--- config.mk ---
export PLATFORM = sky130hd
export DESIGN_NAME = plb_page_buffer
export DESIGN_NICKNAME = d
export VERILOG_FILES = /design/src/rtl/plb_pkg.sv /design/src/rtl/plb_decode.sv /design/src/rtl/plb_byte_ram.sv /design/src/rtl/plb_sequencer.sv /design/src/rtl/plb_page_buffer.sv
export SDC_FILE = /design/constraint.sdc
export NUM_CORES = 1
export LEC_CHECK = 0
export ABC_AREA = 0
export BUFFER_PORTS_ARGS = -buffer_cell sky130_fd_sc_hd__buf_2
export CAP_MARGIN = 10
export CORE_ASPECT_RATIO = 0.75
export CORE_UTILIZATION = 55
export CTS_BUF_LIST = sky130_fd_sc_hd__clkbuf_4
export CTS_CLUSTER_DIAMETER = 60
export DETAILED_ROUTE_END_ITERATION = 12
export PLACE_DENSITY = 0.8
export REMOVE_ABC_BUFFERS = 1
export SETUP_SLACK_MARGIN = 0.05
export SYNTH_ARGS = -nofsm -noshare
export SYNTH_HDL_FRONTEND = slang
export SYNTH_SLANG_ARGS = --single-unit
export TNS_END_PERCENT = 1
--- constraint.sdc ---
create_clock -name clk -period 8.3 [get_ports clk]
set_input_delay 0.83 -clock clk [delete_from_list [all_inputs] [get_ports clk]]
set_output_delay 0.83 -clock clk [all_outputs]
set_load 0.02 [all_outputs]
--- src/rtl/plb_pkg.sv ---
package plb_pkg;
  localparam logic [7:0] OPC_PLO = 8'h40;
  localparam logic [7:0] OPC_PHI = 8'h48;
  localparam logic [7:0] OPC_ELD = 8'hC1;
  localparam logic [7:0] OPC_PWR = 8'h4C;
  localparam logic [7:0] OPC_EWR = 8'hC2;

  typedef enum logic [2:0] {
    OP_NONE,
    OP_PLO,
    OP_PHI,
    OP_ELD,
    OP_PWR,
    OP_EWR
  } plb_op_e;

  typedef enum logic [1:0] {
    SQ_IDLE,
    SQ_SCAN,
    SQ_HOLD
  } plb_sq_e;
endpackage

--- src/rtl/plb_decode.sv ---
module plb_decode
  import plb_pkg::*;
(
  input  logic       valid,
  input  logic [7:0] code,
  output plb_op_e    op
);
  // only the five listed codes map to an operation
  always_comb begin
    op = OP_NONE;
    if (valid) begin
      case (code)
        OPC_PLO: op = OP_PLO;
        OPC_PHI: op = OP_PHI;
        OPC_ELD: op = OP_ELD;
        OPC_PWR: op = OP_PWR;
        OPC_EWR: op = OP_EWR;
        default: op = OP_NONE;
      endcase
    end
  end
endmodule

--- src/rtl/plb_byte_ram.sv ---
module plb_byte_ram #(
  parameter int AW = 6
) (
  input  logic          clk,
  input  logic          we,
  input  logic [AW-1:0] waddr,
  input  logic [7:0]    wdata,
  input  logic [AW-1:0] raddr,
  output logic [7:0]    rdata
);
  localparam int DEPTH = 2 ** AW;
  logic [7:0] mem [DEPTH];

  // simple dual-port shape with registered read, block RAM friendly
  always_ff @(posedge clk) begin
    if (we) mem[waddr] <= wdata;
    rdata <= mem[raddr];
  end
endmodule

--- src/rtl/plb_sequencer.sv ---
module plb_sequencer
  import plb_pkg::*;
#(
  parameter int OFS_W    = 6,
  parameter int EE_OFS_W = 2,
  parameter int PN_W     = 7,
  parameter int HOLD_CYC = 6
) (
  input  logic             clk,
  input  logic             rst,
  input  logic             start,
  input  logic             start_ee,
  input  logic [PN_W-1:0]  start_page,
  output logic             busy,
  output logic             scan_act,
  output logic             scan_last,
  output logic [OFS_W-1:0] idx,
  output logic             kind_ee,
  output logic [PN_W-1:0]  page
);
  localparam int HC_W = $clog2(HOLD_CYC + 1);
  localparam logic [OFS_W-1:0] EE_LAST = OFS_W'((2 ** EE_OFS_W) - 1);
  localparam logic [HC_W-1:0]  H_LAST  = HC_W'(HOLD_CYC - 1);

  plb_sq_e         state;
  logic [HC_W-1:0] hcnt;
  logic [OFS_W-1:0] last_idx;

  assign last_idx  = kind_ee ? EE_LAST : '1;
  assign scan_act  = (state == SQ_SCAN);
  assign scan_last = scan_act && (idx == last_idx);

  always_ff @(posedge clk) begin
    if (rst) begin
      state   <= SQ_IDLE;
      busy    <= 1'b0;
      idx     <= '0;
      hcnt    <= '0;
      kind_ee <= 1'b0;
      page    <= '0;
    end else begin
      case (state)
        SQ_IDLE: if (start) begin
          state   <= SQ_SCAN;
          busy    <= 1'b1;
          idx     <= '0;
          kind_ee <= start_ee;
          page    <= start_page;
        end
        SQ_SCAN: begin
          if (idx == last_idx) begin
            state <= SQ_HOLD;
            hcnt  <= '0;
          end else begin
            idx <= idx + 1'b1;
          end
        end
        SQ_HOLD: begin
          if (hcnt == H_LAST) begin
            state <= SQ_IDLE;
            busy  <= 1'b0;
          end else begin
            hcnt <= hcnt + 1'b1;
          end
        end
        default: state <= SQ_IDLE;
      endcase
    end
  end

  // busy only drops at the end of the hold phase
  p_busy_end_hold_r6: assert property (@(posedge clk) disable iff (rst)
    $fell(busy) |-> $past(state) == SQ_HOLD);

  // a commit request during busy leaves the latched target untouched
  p_start_ignored_r7: assert property (@(posedge clk) disable iff (rst)
    (busy && start) |=> ($stable(kind_ee) && $stable(page)));
endmodule

--- src/rtl/plb_page_buffer.sv ---
module plb_page_buffer
  import plb_pkg::*;
#(
  parameter int PG_OFS_W = 6,
  parameter int PG_NUM_W = 7,
  parameter int EE_OFS_W = 2,
  parameter int EE_NUM_W = 6,
  parameter int HOLD_CYC = 6,
  localparam int CA_W    = PG_OFS_W + PG_NUM_W,
  localparam int PG_N    = 2 ** PG_OFS_W,
  localparam int EE_N    = 2 ** EE_OFS_W
) (
  input  logic            clk,
  input  logic            rst,
  input  logic            cmd_valid,
  input  logic [7:0]      cmd_code,
  input  logic [CA_W-1:0] cmd_addr,
  input  logic [7:0]      cmd_data,
  output logic            busy,
  output logic            order_err,
  output logic            cm_we,
  output logic            cm_eep,
  output logic [CA_W-1:0] cm_addr,
  output logic [15:0]     cm_data
);
  plb_op_e op;
  logic    ld_ok;
  logic    plo_we, phi_we, phi_bad, ee_we;
  logic    start_req;

  logic [PG_OFS_W-1:0] pofs;
  logic [EE_OFS_W-1:0] eofs;
  logic [PG_NUM_W-1:0] req_page;

  logic [PG_N-1:0] lo_mask, hi_mask;
  logic [EE_N-1:0] ee_mask;

  logic                scan_act, scan_last, kind_ee;
  logic [PG_OFS_W-1:0] idx;
  logic [PG_NUM_W-1:0] page;
  logic [7:0]          lo_rd, hi_rd, ee_rd;
  logic                lo_en_q, hi_en_q;
  logic [CA_W-1:0]     ee_cm_addr;

  plb_decode u_dec (
    .valid (cmd_valid),
    .code  (cmd_code),
    .op    (op)
  );

  // offset and page fields of the command address
  assign pofs     = cmd_addr[PG_OFS_W-1:0];
  assign eofs     = cmd_addr[EE_OFS_W-1:0];
  assign req_page = (op == OP_EWR)
                  ? PG_NUM_W'(cmd_addr[EE_OFS_W +: EE_NUM_W])
                  : cmd_addr[PG_OFS_W +: PG_NUM_W];

  // nothing is taken while a commit runs
  assign ld_ok     = !busy;
  assign plo_we    = ld_ok && (op == OP_PLO);
  assign phi_we    = ld_ok && (op == OP_PHI) && lo_mask[pofs];
  assign phi_bad   = ld_ok && (op == OP_PHI) && !lo_mask[pofs];
  assign ee_we     = ld_ok && (op == OP_ELD);
  assign start_req = (op == OP_PWR) || (op == OP_EWR);

  plb_sequencer #(
    .OFS_W    (PG_OFS_W),
    .EE_OFS_W (EE_OFS_W),
    .PN_W     (PG_NUM_W),
    .HOLD_CYC (HOLD_CYC)
  ) u_seq (
    .clk        (clk),
    .rst        (rst),
    .start      (start_req),
    .start_ee   (op == OP_EWR),
    .start_page (req_page),
    .busy       (busy),
    .scan_act   (scan_act),
    .scan_last  (scan_last),
    .idx        (idx),
    .kind_ee    (kind_ee),
    .page       (page)
  );

  plb_byte_ram #(.AW(PG_OFS_W)) u_lo_ram (
    .clk (clk), .we (plo_we), .waddr (pofs), .wdata (cmd_data),
    .raddr (idx), .rdata (lo_rd)
  );

  plb_byte_ram #(.AW(PG_OFS_W)) u_hi_ram (
    .clk (clk), .we (phi_we), .waddr (pofs), .wdata (cmd_data),
    .raddr (idx), .rdata (hi_rd)
  );

  plb_byte_ram #(.AW(EE_OFS_W)) u_ee_ram (
    .clk (clk), .we (ee_we), .waddr (eofs), .wdata (cmd_data),
    .raddr (idx[EE_OFS_W-1:0]), .rdata (ee_rd)
  );

  // loaded marks: set by loads, wiped at the last scan step
  always_ff @(posedge clk) begin
    if (rst) begin
      lo_mask <= '0;
      hi_mask <= '0;
      ee_mask <= '0;
    end else begin
      if (scan_last && !kind_ee) begin
        lo_mask <= '0;
        hi_mask <= '0;
      end else begin
        if (plo_we) lo_mask[pofs] <= 1'b1;
        if (phi_we) hi_mask[pofs] <= 1'b1;
      end
      if (scan_last && kind_ee) ee_mask <= '0;
      else if (ee_we)           ee_mask[eofs] <= 1'b1;
    end
  end

  // sticky order error
  always_ff @(posedge clk) begin
    if (rst)          order_err <= 1'b0;
    else if (phi_bad) order_err <= 1'b1;
  end

  assign ee_cm_addr = CA_W'({page[EE_NUM_W-1:0], idx[EE_OFS_W-1:0]});

  // commit stream, aligned with the registered RAM reads
  always_ff @(posedge clk) begin
    if (rst) begin
      cm_we   <= 1'b0;
      cm_eep  <= 1'b0;
      cm_addr <= '0;
      lo_en_q <= 1'b0;
      hi_en_q <= 1'b0;
    end else begin
      cm_we   <= scan_act && (kind_ee ? ee_mask[idx[EE_OFS_W-1:0]] : 1'b1);
      cm_eep  <= kind_ee;
      cm_addr <= kind_ee ? ee_cm_addr : {page, idx};
      lo_en_q <= lo_mask[idx];
      hi_en_q <= hi_mask[idx];
    end
  end

  assign cm_data = cm_eep ? {8'h00, ee_rd}
                          : {hi_en_q ? hi_rd : 8'hFF, lo_en_q ? lo_rd : 8'hFF};

  // array writes only happen inside a busy window
  p_we_in_busy_r4: assert property (@(posedge clk) disable iff (rst)
    cm_we |-> busy);

  // error flag never clears without reset
  p_err_sticky_r3: assert property (@(posedge clk) disable iff (rst)
    order_err |=> order_err);

  // a high byte is never marked without its low byte
  p_hi_after_lo_r3: assert property (@(posedge clk) disable iff (rst)
    (hi_mask & ~lo_mask) == '0);

  // program marks are empty after the program scan ends
  p_clear_after_commit_r8: assert property (@(posedge clk) disable iff (rst)
    (scan_last && !kind_ee) |=> (lo_mask == '0 && hi_mask == '0));

  // loads during busy leave the data-memory marks alone
  p_busy_freeze_r7: assert property (@(posedge clk) disable iff (rst)
    (busy && !scan_last) |=> $stable(ee_mask));
endmodule

==> run metrics, run 1 <==
Setup Buffers After CTS=0; gr ovfl total=0; commonest cells after routing, fill and taps aside=edfxtp_1, clkbuf_4, mux4_2; number of synthesized flops with an enable pin=1,056; R2R Setup Slk=~4100 ps; RSZ-0062 raised after global routing=false; Max-Slew Margin vs Limit=10.12%; largest net degree at the start of global routing=~140; ANT nets after route=0; vias per cell=6.493; Worst Path Class, Setup=reg -> out; post-route minimum period=between 4000 and 5000 ps; nature of the critical path endpoint=primary output; yosys warns=0; Max Freq=between 200 and 250 MHz; register area share after synthesis=approximately 72%; die height=around 260 um; Total Die Area=approximately 91,000 um^2; Final Non-Filler Cells=~4,200; clock network power share=about two fifths; Post-Synthesis Cells=between 2,000 and 3,000; Hold Path Sink=u_seq.page[4]$_SDFFE_PP0P_; Top Ports=between 60 and 70; Cell Rows=94; Total Wirelength=~120 mm; net switching power=around 2.6 mW; routed len/inst=28.90 um; switch share=21.60%; CTS Buf Count=306; cts repair resizes=0; r2r worst-path depth=6; Port Buf Inserts=between 60 and 70; final period utilization=51.61%; Initial Util=between 50% and 60%; Int Pwr=between 9 and 10 mW; Final Hold Fails=0; first-pass GRT wire length=approximately 180 mm; RePlAce Congestion=approximately 0.9; Die W=~350 um; asr flop ratio synth=0%; Slew Limit Fails=0; CP max FO=10; worst hold start=cmd_addr[6]; Worst-Margin Slew=about 1300 ps; Hold Path Class=in -> reg; Hold Path Stages=3; Area Growth Syn to Fin=10.95%; Area contributors post-synth=edfxtp_1, mux4_2, dfxtp_1; vias in the first global route=about 27,000; share of cells above drive strength 1=33.70%; dpl cells=around 3,700; Worst-path clk slew=approximately 70 ps; Core ar.=between 80,000 and 90,000 um^2; clock buffer depth=4; LEAKAGE=~17 nW; area leader, netlist=edfxtp_1; status=complete, no violations; H-tree lvl count=5; hold-fix buffers at CTS=2; Netlist cell types=58; Worst Path Arrival=3450 ps; worst-skew pair later-pin latency=approximately 1200 ps; Main synth FF type=edfxtp_1; Comb power frac=2.0%; hpwl dp=about 73 mm; initial antenna violation count=3; Required @ worst endpoint=roughly 7500 ps; reg-to-reg startpoint=u_seq.idx[1]$_SDFFE_PP0P_; startpoint types=flop; skew final=between 100 and 150 ps; Reg-to-Reg End=u_lo_ram.rdata[7]$_DFF_P_; Setup-failing EPs final=0; synthesized flop and latch total=roughly 1,300; TritonCTS clock tree=built; Post-Syn Area=49,390 um^2; syn avg cell area=between 15 and 20 um^2; Pre-Repair DR Iteration Count=6; DR DRC count=0; clock tree root buffer cell=clkbuf_4; Peak supply drop=between 0.1 and 0.15 mV; sequential share of power=56.3%; 1st-iter DRT viols=a little over 4,000; power consumption=roughly 12 mW; Max Cap Violations=0; WHS=between 70 and 80 ps; P per Cell Area=between 200 and 250 nW/um^2; GRT Util Overall=~27%; routed via count=~27,000; Layout Nets=between 2,000 and 3,000; clk sinks=~1,300; Yosys top cell area share=between 60% and 70%; Fill cells=just under 6,000; commonest non-fill, non-tap cell in the layout=edfxtp_1
==> area by class of cell <==
class / instances / area [um^2] / area share [%]
clock buffer: 448 / 3363 / 6.138
sequential: 1250 / 35610 / 64.98
tap: 1200 / 1501 / 2.740
timing repair buffer: 106 / 695.7 / 1.270
antenna: 8 / 20.02 / 0.03653
inverter: 58 / 217.7 / 0.3973
multi-input combinational: 1085 / 12940 / 23.62
clock inverter: 80 / 445.4 / 0.8129
==> registers in the layout, indices dropped and copies added (netlist names), 2 cells and up <==
signal,cells
cm_addr,13
ee_mask,4
hi_mask,64
lo_mask,64
u_ee_ram.mem,32
u_ee_ram.rdata,8
u_hi_ram.mem,512
u_hi_ram.rdata,8
u_lo_ram.mem,512
u_lo_ram.rdata,8
u_seq.hcnt,3
u_seq.idx,6
u_seq.page,7
u_seq.state,2
==> Yosys cell counts, types with 4 or more instances <==
library cell     n
dfxtp_1        194
mux2i_1         24
nand3b_1         7
or2_2            4
nor2_2          27
and2_1          12
buf_4            4
clkbuf_1       105
a2111oi_2        9
nor3_1          72
a31oi_1          4
nor3_2           4
nand2b_1         4
buf_1           21
ha_1             6
o21a_1          38
mux4_2         381
nand2_1        160
or3_1           13
a21oi_1         59
nand4_1          4
nor2b_1          9
o31ai_1         43
o22ai_1          7
a32o_1          24
nand3_1          9
nor2_1          74
a211oi_1         8
buf_2           47
a22oi_1         32
inv_1           57
edfxtp_1      1056
or4_1            6
==> power groups by stage <==
| stage | registers [mW] | clock network [mW] | logic [mW] |
|---|---|---|---|
| after floorplan | 6.93 | 0 | 0.0627 |
| after global placement | 6.93 | 0 | 0.228 |
| after detailed placement | 6.93 | 0 | 0.237 |
| after CTS | 6.79 | 5.08 | 0.237 |
| after global routing | 6.79 | 5.38 | 0.250 |
| final | 6.79 | 5.02 | 0.242 |
==> metal layers <==
metal | wire length, um | global-route usage (%) | up-vias
met5 | 0 | 0 | -
met4 | 2672 | 8.138 | 0
met3 | 17050 | 8.104 | 228
met2 | 55820 | 40.19 | 2179
met1 | 46860 | 39.98 | 13950
li1 | - | - | 11140
==> worst max-delay path by stage <==
stage / startpoint / to / slack, ps
final: cm_eep$_SDFF_PP0_ / cm_data[6] / 4020
after global routing: u_seq.idx[0]$_SDFFE_PP0P_ / u_hi_ram.rdata[7]$_DFF_P_ / 3830
after CTS: cm_eep$_SDFF_PP0_ / cm_data[6] / 4060
after detailed placement: cmd_addr[5] / u_hi_ram.mem[29][1]$_DFFE_PP_ / 3480
after global placement: cmd_addr[5] / u_hi_ram.mem[16][2]$_DFFE_PP_ / 3440
after floorplan: u_seq.idx[0]$_SDFFE_PP0P_ / hi_mask[21]$_SDFFE_PP0N_ / -6920
==> logic make-up after synthesis <==
group                      share of synthesized area (%)
DFF                                                72.07
and+or+nand+nor                                    4.163
muxes                                              17.91
AOI/OAI and AO/OA                                  3.689
buffers and inverters                              1.981
adders and majority gates                         0.1520
xor gates and xnor gates                         0.03548
==> metrics by stage <==
| step | utilization (%) | cell area (um^2) | TNS [ps] | setup WS, ps |
|---|---|---|---|---|
| 2_1_floorplan | - | 48630 | -1041750 | -6915 |
| 3_3_place_gp | 57.67 | 50940 | 0 | 3440 |
| 3_5_place_dp | 57.67 | 50940 | 0 | 3483 |
| 4_1_cts | 62.01 | 54770 | 0 | 4062 |
| 5_1_grt | 62.04 | 54790 | 0 | 3834 |
| 6_report | 62.04 | 54800 | 0 | 4016 |
==> worst max-delay path: stages, from the launching register on <==
cell and delay (ps):
dfxtp_1 890, buf_4 330, nand2b_1 340, nor2_1 160, a21oi_1 340, buf_2 250
(Power assumes the default switching activity.)
==> run 2: changes to the inputs <==
==> constraint.sdc (replaced) <==
create_clock -name clk -period 4.05 [get_ports clk]
set_input_delay 0.405 -clock clk [delete_from_list [all_inputs] [get_ports clk]]
set_output_delay 0.405 -clock clk [all_outputs]
set_load 0.02 [all_outputs]
==> run 2 against run 1 <==
Net effect:
- utilization rose by 1.2 points
- combinational power rose by 130%
- flip-flop and latch count did not move
- worst hold slack got worse by 61 ps
- clock power rose by 100%
- wire length rose by 1.4%
- setup slack got worse by 3600 ps
- final cell count rose by 2.9%
- clock skew fell by 21 ps
- cell area rose by 1.9%
- sequential power rose by 100%
- critical endpoint is now u_seq.page[0]$_SDFFE_PP0P_
- largest power group unchanged
==> run metrics, run 2 (synthesis results as in run 1) <==
Worst-path clk slew=80 ps; routed via count=between 20,000 and 30,000; Port Buf Inserts=64; Hold Path Class=in -> reg; gr ovfl total=0; Max Cap Violations=0; Worst Path Class, Setup=in -> reg; startpoint types=input port; RePlAce Congestion=between 0.9 and 1; cts repair resizes=0; Peak supply drop=~0.31 mV; Initial Util=a little under three fifths; Total Wirelength=124.2 mm; Cell Rows=94; final period utilization=90.30%; vias in the first global route=~28,000; GR Layer Usage met3=under 10%; Worst-Margin Slew=1275 ps; Total Die Area=91,010 um^2; commonest cells after routing, fill and taps aside=edfxtp_1, clkbuf_4, mux4_2; Core ar.=88,330 um^2; skew final=between 90 and 100 ps; met1 Track Usage GR=between 30% and 40%; post-route cell area=55,850 um^2; Area Growth Syn to Fin=13.09%; commonest non-fill, non-tap cell in the layout=edfxtp_1; Max Freq=around 270 MHz; first-pass GRT wire length=about 180 mm; status=complete, no violations; R2R Setup Slk=just over 700 ps; LEAKAGE=about 18 nW; Slew Limit Fails=0; ANT nets after route=0; Final Hold Fails=0; nature of the critical path endpoint=flop; Die W=about 350 um; DR DRC count=0; Top Ports=65; Pre-Repair DR Iteration Count=6; share of cells above drive strength 1=35.07%; Worst Path Arrival=about 4700 ps; H-tree lvl count=5; CP max FO=6; P per Cell Area=441.8 nW/um^2; worst-skew pair later-pin latency=approximately 1200 ps; hpwl dp=76.05 mm; clock buffer depth=4; post-route minimum period=around 3700 ps; Cell Area, Placed=about 52,000 um^2; clock tree root buffer cell=clkbuf_4; die height=between 200 and 300 um; vias per cell=6.500; CTS Buf Count=310; Required @ worst endpoint=slightly above 5000 ps; post-layout util=a little over three fifths; Layout Nets=between 2,000 and 3,000; largest registers=u_hi_ram.mem (512), u_lo_ram.mem (512); Fill cells=between 5,000 and 6,000; 1st-iter DRT viols=between 4,000 and 5,000; Max-Slew Margin vs Limit=15.03%; most used routing layer=met2; RSZ-0062 raised after global routing=false; TritonCTS clock tree=built; clk sinks=1,250; WHS=between 15 and 20 ps; Setup-failing EPs final=0; initial antenna violation count=5; GR Util met2=roughly two fifths; routed len/inst=roughly 29 um; largest net degree at the start of global routing=133; GRT Util Overall=between 20 and 30%
-- run 2: cell types whose count changed in the layout (fill, tap and decap cells not counted), sizes merged --
cell,before,now
dlygate4sd3,2,40
buf,104,190
bufinv,5,4
clkbuf,448,454
clkinv,68,60
-- run 2: timing repair --
| item | 4_1_cts | 5_1_grt |
|---|---|---|
| hold endpoints to repair | 537 | 0 |
| hold buffers | 40 | 0 |
| buffers inserted | 0 | 0 |
-- run 2: path summary, 6_finish.rpt --
check / from / endpoint / cells after the start
worst max register to register: u_seq.busy$_SDFFE_PP0P_ / u_hi_ram.mem[3][0]$_DFFE_PP_ / 6
worst min register to register: hi_mask[30]$_SDFFE_PP0N_ / hi_mask[30]$_SDFFE_PP0N_ / 2
worst max-delay path: cmd_code[6] / u_seq.page[0]$_SDFFE_PP0P_ / 10
worst min-delay path: cmd_data[4] / u_lo_ram.mem[40][4]$_DFFE_PP_ / 1
-- run 2: routing by layer --
layer  vias up  share of wire [%]
li1      11430                  -
met1     14400                 38
met2      2208                 46
met3       281                 14
met4         2                2.2
met5         -              0.010
-- run 2: layout make-up --
type                    count  area, um^2  area share (%)
flip-flops and latches   1250       35610           63.76
multi-input cells        1085       12840           22.99
clock buffers             448        3363           6.022
repair buffers            236        1919           3.437
well taps                1200        1501           2.688
clock inverters            71       379.1          0.6788
inverters                  58       217.7          0.3898
diodes                      8       20.02         0.03585
-- run 2: critical path, cell delays in order --
cell	delay, ps
dlygate4sd3_1	530
buf_2	130
nand4bb_1	190
dlygate4sd3_1	630
a211oi_1	590
nand3_1	530
mux2i_1	390
dlygate4sd3_1	620
a211oi_1	80
dlygate4sd3_1	590
-- run 2: metrics by stage --
stage / TNS (ps) / setup WS, ps / instances / total power [mW]
2_1_floorplan: -2970290 / -11170 / 2393 / 14.34
3_3_place_gp: 0 / 402.3 / 3779 / 14.70
3_5_place_dp: 0 / 307.5 / 3779 / 14.71
4_1_cts: 0 / 610.1 / 4338 / 24.77
5_1_grt: 0 / 208.3 / 4351 / 25.43
6_report: 0 / 392.7 / 4356 / 24.67
-- run 2: power by group --
group	switching (mW)	internal, mW	total, mW
clock network	4.89	5.31	10.2
registers	0.00229	13.9	13.9
logic	0.445	0.102	0.547
total	5.34	19.3	24.7
